<file path="src/rtl/bt_pkg.sv">
// Package: shared types for the bit-test branch sequencer.
// Assumes one instruction step per clock.
package bt_pkg;

    // Instruction steps after the start cycle, in bus order.
    typedef enum logic [2:0] {
        ST_IDLE = 3'd0,
        ST_ADR  = 3'd1,
        ST_MSK  = 3'd2,
        ST_REL  = 3'd3,
        ST_OPR  = 3'd4,
        ST_DONE = 3'd5
    } step_e;

endpackage

</file>
<file path="src/rtl/bt_step_ctrl.sv">
// Module: bt_step_ctrl
// Steps once through the fixed six-cycle sequence per accepted start.
// Assumes start is ignored unless idle; synchronous active-low reset.
module bt_step_ctrl
    import bt_pkg::*;
(
    input  logic  clk,
    input  logic  rst_n,
    input  logic  start,
    output step_e step,
    output logic  busy,
    output logic  accept
);

    // Accept a new instruction only from idle.
    always_comb begin
        busy   = (step != ST_IDLE);
        accept = start && (step == ST_IDLE);
    end

    // Advance the step counter one step per clock.
    always_ff @(posedge clk) begin
        if (!rst_n) begin
            step <= ST_IDLE;
        end else begin
            unique case (step)
                ST_IDLE: step <= accept ? ST_ADR : ST_IDLE;
                ST_ADR:  step <= ST_MSK;
                ST_MSK:  step <= ST_REL;
                ST_REL:  step <= ST_OPR;
                ST_OPR:  step <= ST_DONE;
                default: step <= ST_IDLE;
            endcase
        end
    end

endmodule

</file>
<file path="src/rtl/bt_bus_addr.sv">
// Module: bt_bus_addr
// Picks the read address for the current step.
// Assumes ADDR_W > DATA_W; the page address is zero-extended.
module bt_bus_addr
    import bt_pkg::*;
#(
    parameter int ADDR_W = 16,
    parameter int DATA_W = 8
) (
    input  step_e              step,
    input  logic [ADDR_W-1:0]  pc_q,
    input  logic [DATA_W-1:0]  dir_q,
    output logic [ADDR_W-1:0]  bus_addr,
    output logic               bus_rd
);

    localparam int PAD_W = ADDR_W - DATA_W;

    // Address mux: three inline operands, then the page-zero byte.
    always_comb begin
        bus_rd   = 1'b1;
        bus_addr = '0;
        unique case (step)
            ST_ADR:  bus_addr = pc_q + ADDR_W'(1);
            ST_MSK:  bus_addr = pc_q + ADDR_W'(2);
            ST_REL:  bus_addr = pc_q + ADDR_W'(3);
            ST_OPR:  bus_addr = {{PAD_W{1'b0}}, dir_q};
            default: bus_rd   = 1'b0;
        endcase
    end

endmodule

</file>
<file path="src/rtl/bt_bit_test.sv">
// Module: bt_bit_test
// Masked bit test; any-set or all-clear according to the mode bit.
// Assumes purely combinational use in the operand-read cycle.
module bt_bit_test #(
    parameter int DATA_W = 8
) (
    input  logic              on_set,
    input  logic [DATA_W-1:0] mask,
    input  logic [DATA_W-1:0] value,
    output logic              hit
);

    // Branch decision from the masked value.
    always_comb begin
        if (on_set) hit = |(value & mask);
        else        hit = ~|(value & mask);
    end

endmodule

</file>
<file path="src/rtl/bt_target.sv">
// Module: bt_target
// Computes the fall-through and branch-target addresses, modulo 2^ADDR_W.
// Assumes the displacement is two's complement of width DATA_W.
module bt_target #(
    parameter int ADDR_W    = 16,
    parameter int DATA_W    = 8,
    parameter int INSTR_LEN = 4
) (
    input  logic [ADDR_W-1:0] pc_q,
    input  logic [DATA_W-1:0] rel_q,
    output logic [ADDR_W-1:0] fall_pc,
    output logic [ADDR_W-1:0] dest_pc
);

    localparam int EXT_W = ADDR_W - DATA_W;

    // Sign-extend the displacement and add it to the fall-through address.
    always_comb begin
        fall_pc = pc_q + ADDR_W'(INSTR_LEN);
        dest_pc = fall_pc + {{EXT_W{rel_q[DATA_W-1]}}, rel_q};
    end

endmodule

</file>
<file path="src/rtl/bt_branch_seq.sv">
// Module: bt_branch_seq (top)
// Runs one direct-page bit-test branch: fetches address, mask and displacement
// bytes, reads the page-zero byte, and reports the continuation address.
// Assumes a read port whose data is valid in the cycle the address is driven.
module bt_branch_seq
    import bt_pkg::*;
#(
    parameter int ADDR_W    = 16,
    parameter int DATA_W    = 8,
    parameter int INSTR_LEN = 4
) (
    input  logic              clk,
    input  logic              rst_n,
    input  logic              start,
    input  logic              branch_if_set,
    input  logic [ADDR_W-1:0] op_pc,
    output logic [ADDR_W-1:0] bus_addr,
    output logic              bus_rd,
    input  logic [DATA_W-1:0] bus_rdata,
    output logic              busy,
    output logic              done,
    output logic              taken,
    output logic [ADDR_W-1:0] next_pc
);

    step_e             step;
    logic              accept;
    logic              hit;
    logic              mode_q;
    logic [ADDR_W-1:0] pc_q;
    logic [DATA_W-1:0] dir_q;
    logic [DATA_W-1:0] mask_q;
    logic [DATA_W-1:0] rel_q;
    logic [ADDR_W-1:0] fall_pc;
    logic [ADDR_W-1:0] dest_pc;

    bt_step_ctrl u_ctrl (
        .clk    (clk),
        .rst_n  (rst_n),
        .start  (start),
        .step   (step),
        .busy   (busy),
        .accept (accept)
    );

    bt_bus_addr #(.ADDR_W(ADDR_W), .DATA_W(DATA_W)) u_addr (
        .step     (step),
        .pc_q     (pc_q),
        .dir_q    (dir_q),
        .bus_addr (bus_addr),
        .bus_rd   (bus_rd)
    );

    bt_bit_test #(.DATA_W(DATA_W)) u_test (
        .on_set (mode_q),
        .mask   (mask_q),
        .value  (bus_rdata),
        .hit    (hit)
    );

    bt_target #(.ADDR_W(ADDR_W), .DATA_W(DATA_W), .INSTR_LEN(INSTR_LEN)) u_tgt (
        .pc_q    (pc_q),
        .rel_q   (rel_q),
        .fall_pc (fall_pc),
        .dest_pc (dest_pc)
    );

    // Capture start context and the inline operand bytes in bus order.
    always_ff @(posedge clk) begin
        if (!rst_n) begin
            mode_q <= 1'b0;
            pc_q   <= '0;
            dir_q  <= '0;
            mask_q <= '0;
            rel_q  <= '0;
        end else begin
            if (accept) begin
                mode_q <= branch_if_set;
                pc_q   <= op_pc;
            end
            if (step == ST_ADR) dir_q  <= bus_rdata;
            if (step == ST_MSK) mask_q <= bus_rdata;
            if (step == ST_REL) rel_q  <= bus_rdata;
        end
    end

    // Register the decision and continuation address in the operand-read cycle.
    always_ff @(posedge clk) begin
        if (!rst_n) begin
            done    <= 1'b0;
            taken   <= 1'b0;
            next_pc <= '0;
        end else begin
            done <= (step == ST_OPR);
            if (step == ST_OPR) begin
                taken   <= hit;
                next_pc <= hit ? dest_pc : fall_pc;
            end
        end
    end

endmodule

</file>
<file path="config.mk">
export PLATFORM = sky130hd
export DESIGN_NAME = bt_branch_seq
export DESIGN_NICKNAME = d
export VERILOG_FILES = /design/src/rtl/bt_pkg.sv /design/src/rtl/bt_step_ctrl.sv /design/src/rtl/bt_bus_addr.sv /design/src/rtl/bt_bit_test.sv /design/src/rtl/bt_target.sv /design/src/rtl/bt_branch_seq.sv
export SDC_FILE = /design/constraint.sdc
export NUM_CORES = 1
export LEC_CHECK = 0
export ABC_AREA = 1
export BUFFER_PORTS_ARGS = -buffer_cell sky130_fd_sc_hd__buf_2
export CAP_MARGIN = 20
export CELL_PAD_IN_SITES_DETAIL_PLACEMENT = 0
export CELL_PAD_IN_SITES_GLOBAL_PLACEMENT = 1
export CORE_ASPECT_RATIO = 1.75
export CORE_MARGIN = 1.5
export CORE_UTILIZATION = 34
export DETAILED_ROUTE_END_ITERATION = 8
export HOLD_SLACK_MARGIN = 0.15
export PLACE_DENSITY_LB_ADDON = 0.1
export REMOVE_ABC_BUFFERS = 1
export SLEW_MARGIN = 25
export SYNTH_ARGS = -nofsm -noshare
export SYNTH_HDL_FRONTEND = slang
export SYNTH_SLANG_ARGS = --single-unit
</file>
<file path="constraint.sdc">
create_clock -name clk -period 2.45 [get_ports clk]
set_input_delay 0.3675 -clock clk [delete_from_list [all_inputs] [get_ports clk]]
set_output_delay 0.3675 -clock clk [all_outputs]
set_load 0.005 [all_outputs]
</file>
==> results.cfg, run 1 <==
[logic_synthesis]
synth-seq-cells = 62
synth_largest_area_cell = dfxtp_1
synth_area_leaders = dfxtp_1, nand2_1, o21ai_0, a21oi_1, ha_1
async_flop_share = 0
netlist_instances = 627
avgSynthCellArea_um2 = 6.74
yosysMostFrequentCell = nand2_1
netlist_area_mm2 = 0.00423
synth_top_area_frac = 0.294
ys_seq_area_frac = 0.294
synth_ff_type = dfxtp_1
synth.distinct_cells = 45
ys_top_cells_by_count = nand2_1, o21ai_0, inv_1, nor2_1
synth-edff-count = 0
synth_warnings = 0

[drt]
wl_per_cell_um = 15.5
dr.pass1.iters = 4
route.detailed.drc = 0
via_count = 4652
final_antenna_net_count = 0
drt_wl_total_um = 14800
drt_iter0_markers = 163
vias_per_cell = 4.90

[clock_network]
cts_tree = done
cts_hold_buf = 0
htree_num_levels = 3
cts.sinks = 62
cts_buffer_depth = 2
root_buffer = clkbuf_16
clk_latency_ns = 0.33
cts_inserted_buffers = 9
path_clk_slew_ns = 0.06

[sta]
hold_viol = 0
timing.final.crit_share = 1.01
setup_violations = 2
fmax_mhz = 405
maxSlewViolCount = 0
fin_crit_ns = 2.47
worstMarginPinSlew_ns = 0.660
relSlewSlack = 0.560
setup_ws_ns = -0.0172
skew_ns = 0.00772
rsz0062_at_grt = true

[setup_path]
cp-end-kind = output port
reg2reg_depth = 15
r2r_end = next_pc[10]
cp_max_fo = 4
cp-startpoint = u_ctrl.step[0]
r2r_slack_ns = 0.03
crit_arrival_ns = 2.10
cp.required_ns = 2.08
r2r_start = pc_q[2]
cp-start-kind = flop
critPathKind = reg2out

[global_route]
antenna_found_initial = 0
grt_pass1_vias = 4693
use_met2 = 0.458
grt.overflow.total = 0
use_met3 = 0.0274
grt_usage = 0.234
grt_pass1_wl_um = 23300
grt_max_degree = 37
met1_usage = 0.243
grt.busiest_layer = met2

[worst_hold_path]
hp-start = op_pc[2]
whs_path_depth = 3
hold_path.class = in2reg
hold_end = pc_q[2]

[power]
p_int_uw = 2480
switching_share = 0.329
p_seq_frac = 0.314
combPwrFrac = 0.306
clkPwrFrac = 0.380
leakagePower_uw = 0.00293
power_uw = 3700
switchingPower_uw = 1220
vdd_ir_drop_max_uv = 300
power_density_mw_per_mm2 = 607

[floorplan]
core_area_mm2 = 0.0121
die_w_um = 87.3
fp.dieH_um = 150
num_rows = 53
dieArea_mm2 = 0.0131
num_io_pins = 64
start_util = 0.350

[finish]
fillers = 1242
diodes = 0
final_core_util = 0.505
area_growth_syn_to_layout_pct = 44.3
final_nets = 832
drive_gt1_frac = 0.368

[flow_run]
maxCapViolations = 0

[place]
dp.final_hpwl_um = 11500
io_buffers = 63
place_ws_ns = -0.342
gp_congestion = 0.932

[outcome]
status = finished with violations
failed_checks = setup timing
## flip-flops by register name, summed over array words and instances, names as in the netlist
signal,cells
next_pc,16
rel_q,8
done,1
mask_q,8
mode_q,1
dir_q,8
pc_q,16
u_ctrl.step,3
taken,1
## timing repair
item | CTS | global route
endpoints found under the setup margin | 21 | 22
setup buffers | 6 | 8
resized for setup | 44 | 49
pin swaps | 17 | 22
## layout make-up
type | instances | area [um2] | share of cell area
Clock buffer | 10 | 239 | 0.0392
Timing Repair Buffer | 162 | 1060 | 0.174
Tap cell | 165 | 206 | 0.0339
Multi-Input combinational cell | 463 | 2930 | 0.481
Sequential cell | 62 | 1260 | 0.207
Inverter | 83 | 314 | 0.0515
Clock inverter | 5 | 83.8 | 0.0137
## through the flow
step | TNS, ns | cell area, um2 | hold WS, ns | instances
2_1_floorplan | -0.0300 | 4140 | 0.429 | 608
3_3_place_gp | -1.99 | 5320 | 0.442 | 924
3_5_place_dp | -2.04 | 5320 | 0.446 | 924
4_1_cts | -0.251 | 5880 | 0.298 | 945
5_1_grt | -1.61 | 6100 | 0.315 | 950
6_report | -0.0207 | 6100 | 0.312 | 950
## cells by family after synthesis
kind of cell             synth area share
buffers and inverters              0.0941
AND/OR/NAND/NOR                     0.257
adder cells (fa/ha/maj)            0.0716
XOR/XNOR                           0.0471
AO/OA/AOI/OAI                       0.237
flip-flops                          0.294
## power groups by stage
| stage | combinational [uW] | clock (uW) | sequential, uW |
|---|---|---|---|
| floorplan | 544 | 0 | 1180 |
| global placement | 1040 | 0 | 1170 |
| detailed placement | 1040 | 0 | 1170 |
| CTS | 1100 | 1440 | 1160 |
| global route | 1260 | 1470 | 1170 |
| finish | 1130 | 1400 | 1160 |
## critical path, stage by stage (launching register included)
cell and delay [ns]:
dfxtp_2 0.33, inv_2 0.05, nor3_4 0.19, buf_4 0.15
ha_4 0.19, a21o_4 0.23, inv_4 0.09, nor2_1 0.04
inv_1 0.08, o21ai_0 0.08, o211ai_1 0.10, o31ai_1 0.09
buf_2 0.14
## how the worst max path moves through the flow
stage	slack (ns)	depth (start not counted)	endpoint
floorplan	-0.03	20	next_pc[15]
finish	-0.02	12	bus_addr[15]
CTS	-0.09	12	bus_addr[14]
global placement	-0.36	13	next_pc[10]
detailed placement	-0.34	13	next_pc[10]
global route	-0.16	18	next_pc[15]
## placed cells by master, fill, tap and decap left out, drive strengths merged, types with 4 or more instances in the layout
master	n
buf	162
nand2	125
inv	80
o21ai	76
nor2	72
a21oi	66
dfxtp	62
nand3	27
ha	21
o211ai	17
xor2	16
clkbuf	10
nor3	9
a31oi	4
clkinv	4
## per-layer routing
layer,vias to the layer above,share of wire,routed length (um)
met4,0,0.025,375
met2,73,0.56,8310
met5,-,0,0
met1,2163,0.38,5680
met3,24,0.028,408
li1,2392,-,-
Note: power is estimated with default switching activity, not from simulation.
==> run 2, diff against run 1 <==
--- a/config.mk
+++ b/config.mk
@@ -8,14 +8,12 @@
 export ABC_AREA = 1
 export BUFFER_PORTS_ARGS = -buffer_cell sky130_fd_sc_hd__buf_2
 export CAP_MARGIN = 20
-export CELL_PAD_IN_SITES_DETAIL_PLACEMENT = 0
-export CELL_PAD_IN_SITES_GLOBAL_PLACEMENT = 1
 export CORE_ASPECT_RATIO = 1.75
 export CORE_MARGIN = 1.5
 export CORE_UTILIZATION = 34
 export DETAILED_ROUTE_END_ITERATION = 8
 export HOLD_SLACK_MARGIN = 0.15
-export PLACE_DENSITY_LB_ADDON = 0.1
+export RECOVER_POWER = 25
 export REMOVE_ABC_BUFFERS = 1
 export SLEW_MARGIN = 25
 export SYNTH_ARGS = -nofsm -noshare
==> run 2 against run 1 <==
Against the previous run:
- the run still ends with setup timing left
- via count increased by 3.3%
- cell count up 1.5%
- total power increased by 2.6%
==> results.cfg, run 2 (same netlist as run 1, synthesis figures left out) <==
[drt]
vias_per_cell = 4.99
drt_wl_total_um = 15400
via_count = 4807
final_antenna_net_count = 0
drt_iter0_markers = 177
dr.pass1.iters = 4
route.detailed.drc = 0
wl_per_cell_um = 16.0

[sta]
worstMarginPinSlew_ns = 0.564
hold_slack_ns = 0.306
relSlewSlack = 0.623
hold_viol = 0
setup_ws_ns = -0.108
maxSlewViolCount = 0
timing.final.crit_share = 1.04
rsz0062_at_grt = true
fin_crit_ns = 2.56
setup_violations = 6
fmax_mhz = 391
skew_ns = 0.00685

[clock_network]
root_buffer = clkbuf_16
clk_latency_ns = 0.34
cts.sinks = 62
path_clk_slew_ns = 0.05
cts_tree = done
htree_num_levels = 3
cts_buffer_depth = 2
cts_inserted_buffers = 9

[power]
leakagePower_uw = 0.00301
power_density_mw_per_mm2 = 599
vdd_ir_drop_max_uv = 397
power_uw = 3800

[place]
gp_congestion = 0.922
io_buffers = 63
dp.final_hpwl_um = 11600
dpl_cell_area_mm2 = 0.00539

[finish]
top_regs = next_pc (16), pc_q (16)
drive_gt1_frac = 0.404
final_core_util = 0.525
final_area_mm2 = 0.00633
multi_input_area_mm2 = 0.00302
final_nets = 846
fillers = 1197
layout_commonest_cell = buf_4
diodes = 0
area_growth_syn_to_layout_pct = 49.9
seq_area_mm2 = 0.00127
final_cell_mix = buf_4, nand2_1, o21ai_0

[setup_path]
critPathKind = reg2out
cp_max_fo = 2
cp-end-kind = output port
cp-startpoint = u_ctrl.step[1]
cp-start-kind = flop
r2r_start = pc_q[7]
crit_arrival_ns = 2.19
cp.required_ns = 2.08

[global_route]
grt_usage = 0.238
grt_max_degree = 29
grt_pass1_vias = 4730
grt_pass1_wl_um = 23500
antenna_found_initial = 0
grt.overflow.total = 0

[floorplan]
die_w_um = 87.3
num_io_pins = 64
start_util = 0.350
fp.dieH_um = 150
core_area_mm2 = 0.0121
dieArea_mm2 = 0.0131
num_rows = 53

[worst_hold_path]
hold_path.class = in2reg
hp-start = op_pc[6]

[outcome]
status = finished with violations
failed_checks = setup timing

[flow_run]
maxCapViolations = 0
-- run 2: cell count changes in the layout (fill, tap and decap cells not counted), sizes merged --
cell / delta
clkinv: -1
buf: +14
clkbuf: +2
inv: -1
-- run 2: critical path, cell delays in order (launching register included) --
cell and delay [ns]:
dfxtp_2 0.33, inv_2 0.05, nor3_4 0.17, inv_2 0.06
fa_2 0.37, inv_2 0.09, nand2_4 0.06, nor2_4 0.10
inv_2 0.06, nor2_2 0.08, xor2_1 0.07, o22ai_1 0.23
buf_2 0.17
-- run 2: routing by layer --
layer / vias up / share of wire / track usage
met1: 2229 / 0.37 / 0.242
met4: 0 / 0.049 / 0.129
li1: 2415 / - / -
met3: 50 / 0.026 / 0.0280
met2: 113 / 0.55 / 0.455
met5: - / 0 / 0
-- run 2: layout make-up --
| cell class | count | area share |
|---|---|---|
| clock inverters | 3 | 0.0107 |
| well taps | 165 | 0.0326 |
| flip-flops and latches | 62 | 0.200 |
| inverters | 83 | 0.0514 |
| multi-input cells | 463 | 0.477 |
| clock buffers | 12 | 0.0405 |
| repair buffers | 176 | 0.188 |
-- run 2: final timing paths --
check	endpoint	slack (ns)	depth (start not counted)
min	pc_q[6]	0.31	3
max	bus_addr[14]	-0.11	12
min reg2reg	dir_q[2]	0.46	2
max reg2reg	next_pc[14]	0	16
-- run 2: where the power goes --
group / internal [uW] / leakage [uW] / switching (uW) / total, uW
logic: 502 / 0.00234 / 698 / 1200
clock network: 941 / 0.000155 / 485 / 1430
registers: 1100 / 0.000512 / 67.6 / 1170
total: 2540 / 0.00301 / 1250 / 3800
-- run 2: what timing repair did --
action / CTS / global route
setup endpoints to repair: 18 / 22
gates resized for setup: 49 / 81
hold buffers: 0 / 0
cloned: 0 / 0
pin swaps: 16 / 51
setup buffers: 8 / 10
-- run 2: stage by stage --
stage	setup slack (ns)	instances	TNS, ns
finish	-0.108	964	-0.404
detailed placement	-0.184	933	-0.495
CTS	-0.137	956	-0.487
global placement	-0.151	933	-0.335
global route	-0.225	964	-1.83
floorplan	-0.0300	608	-0.0300
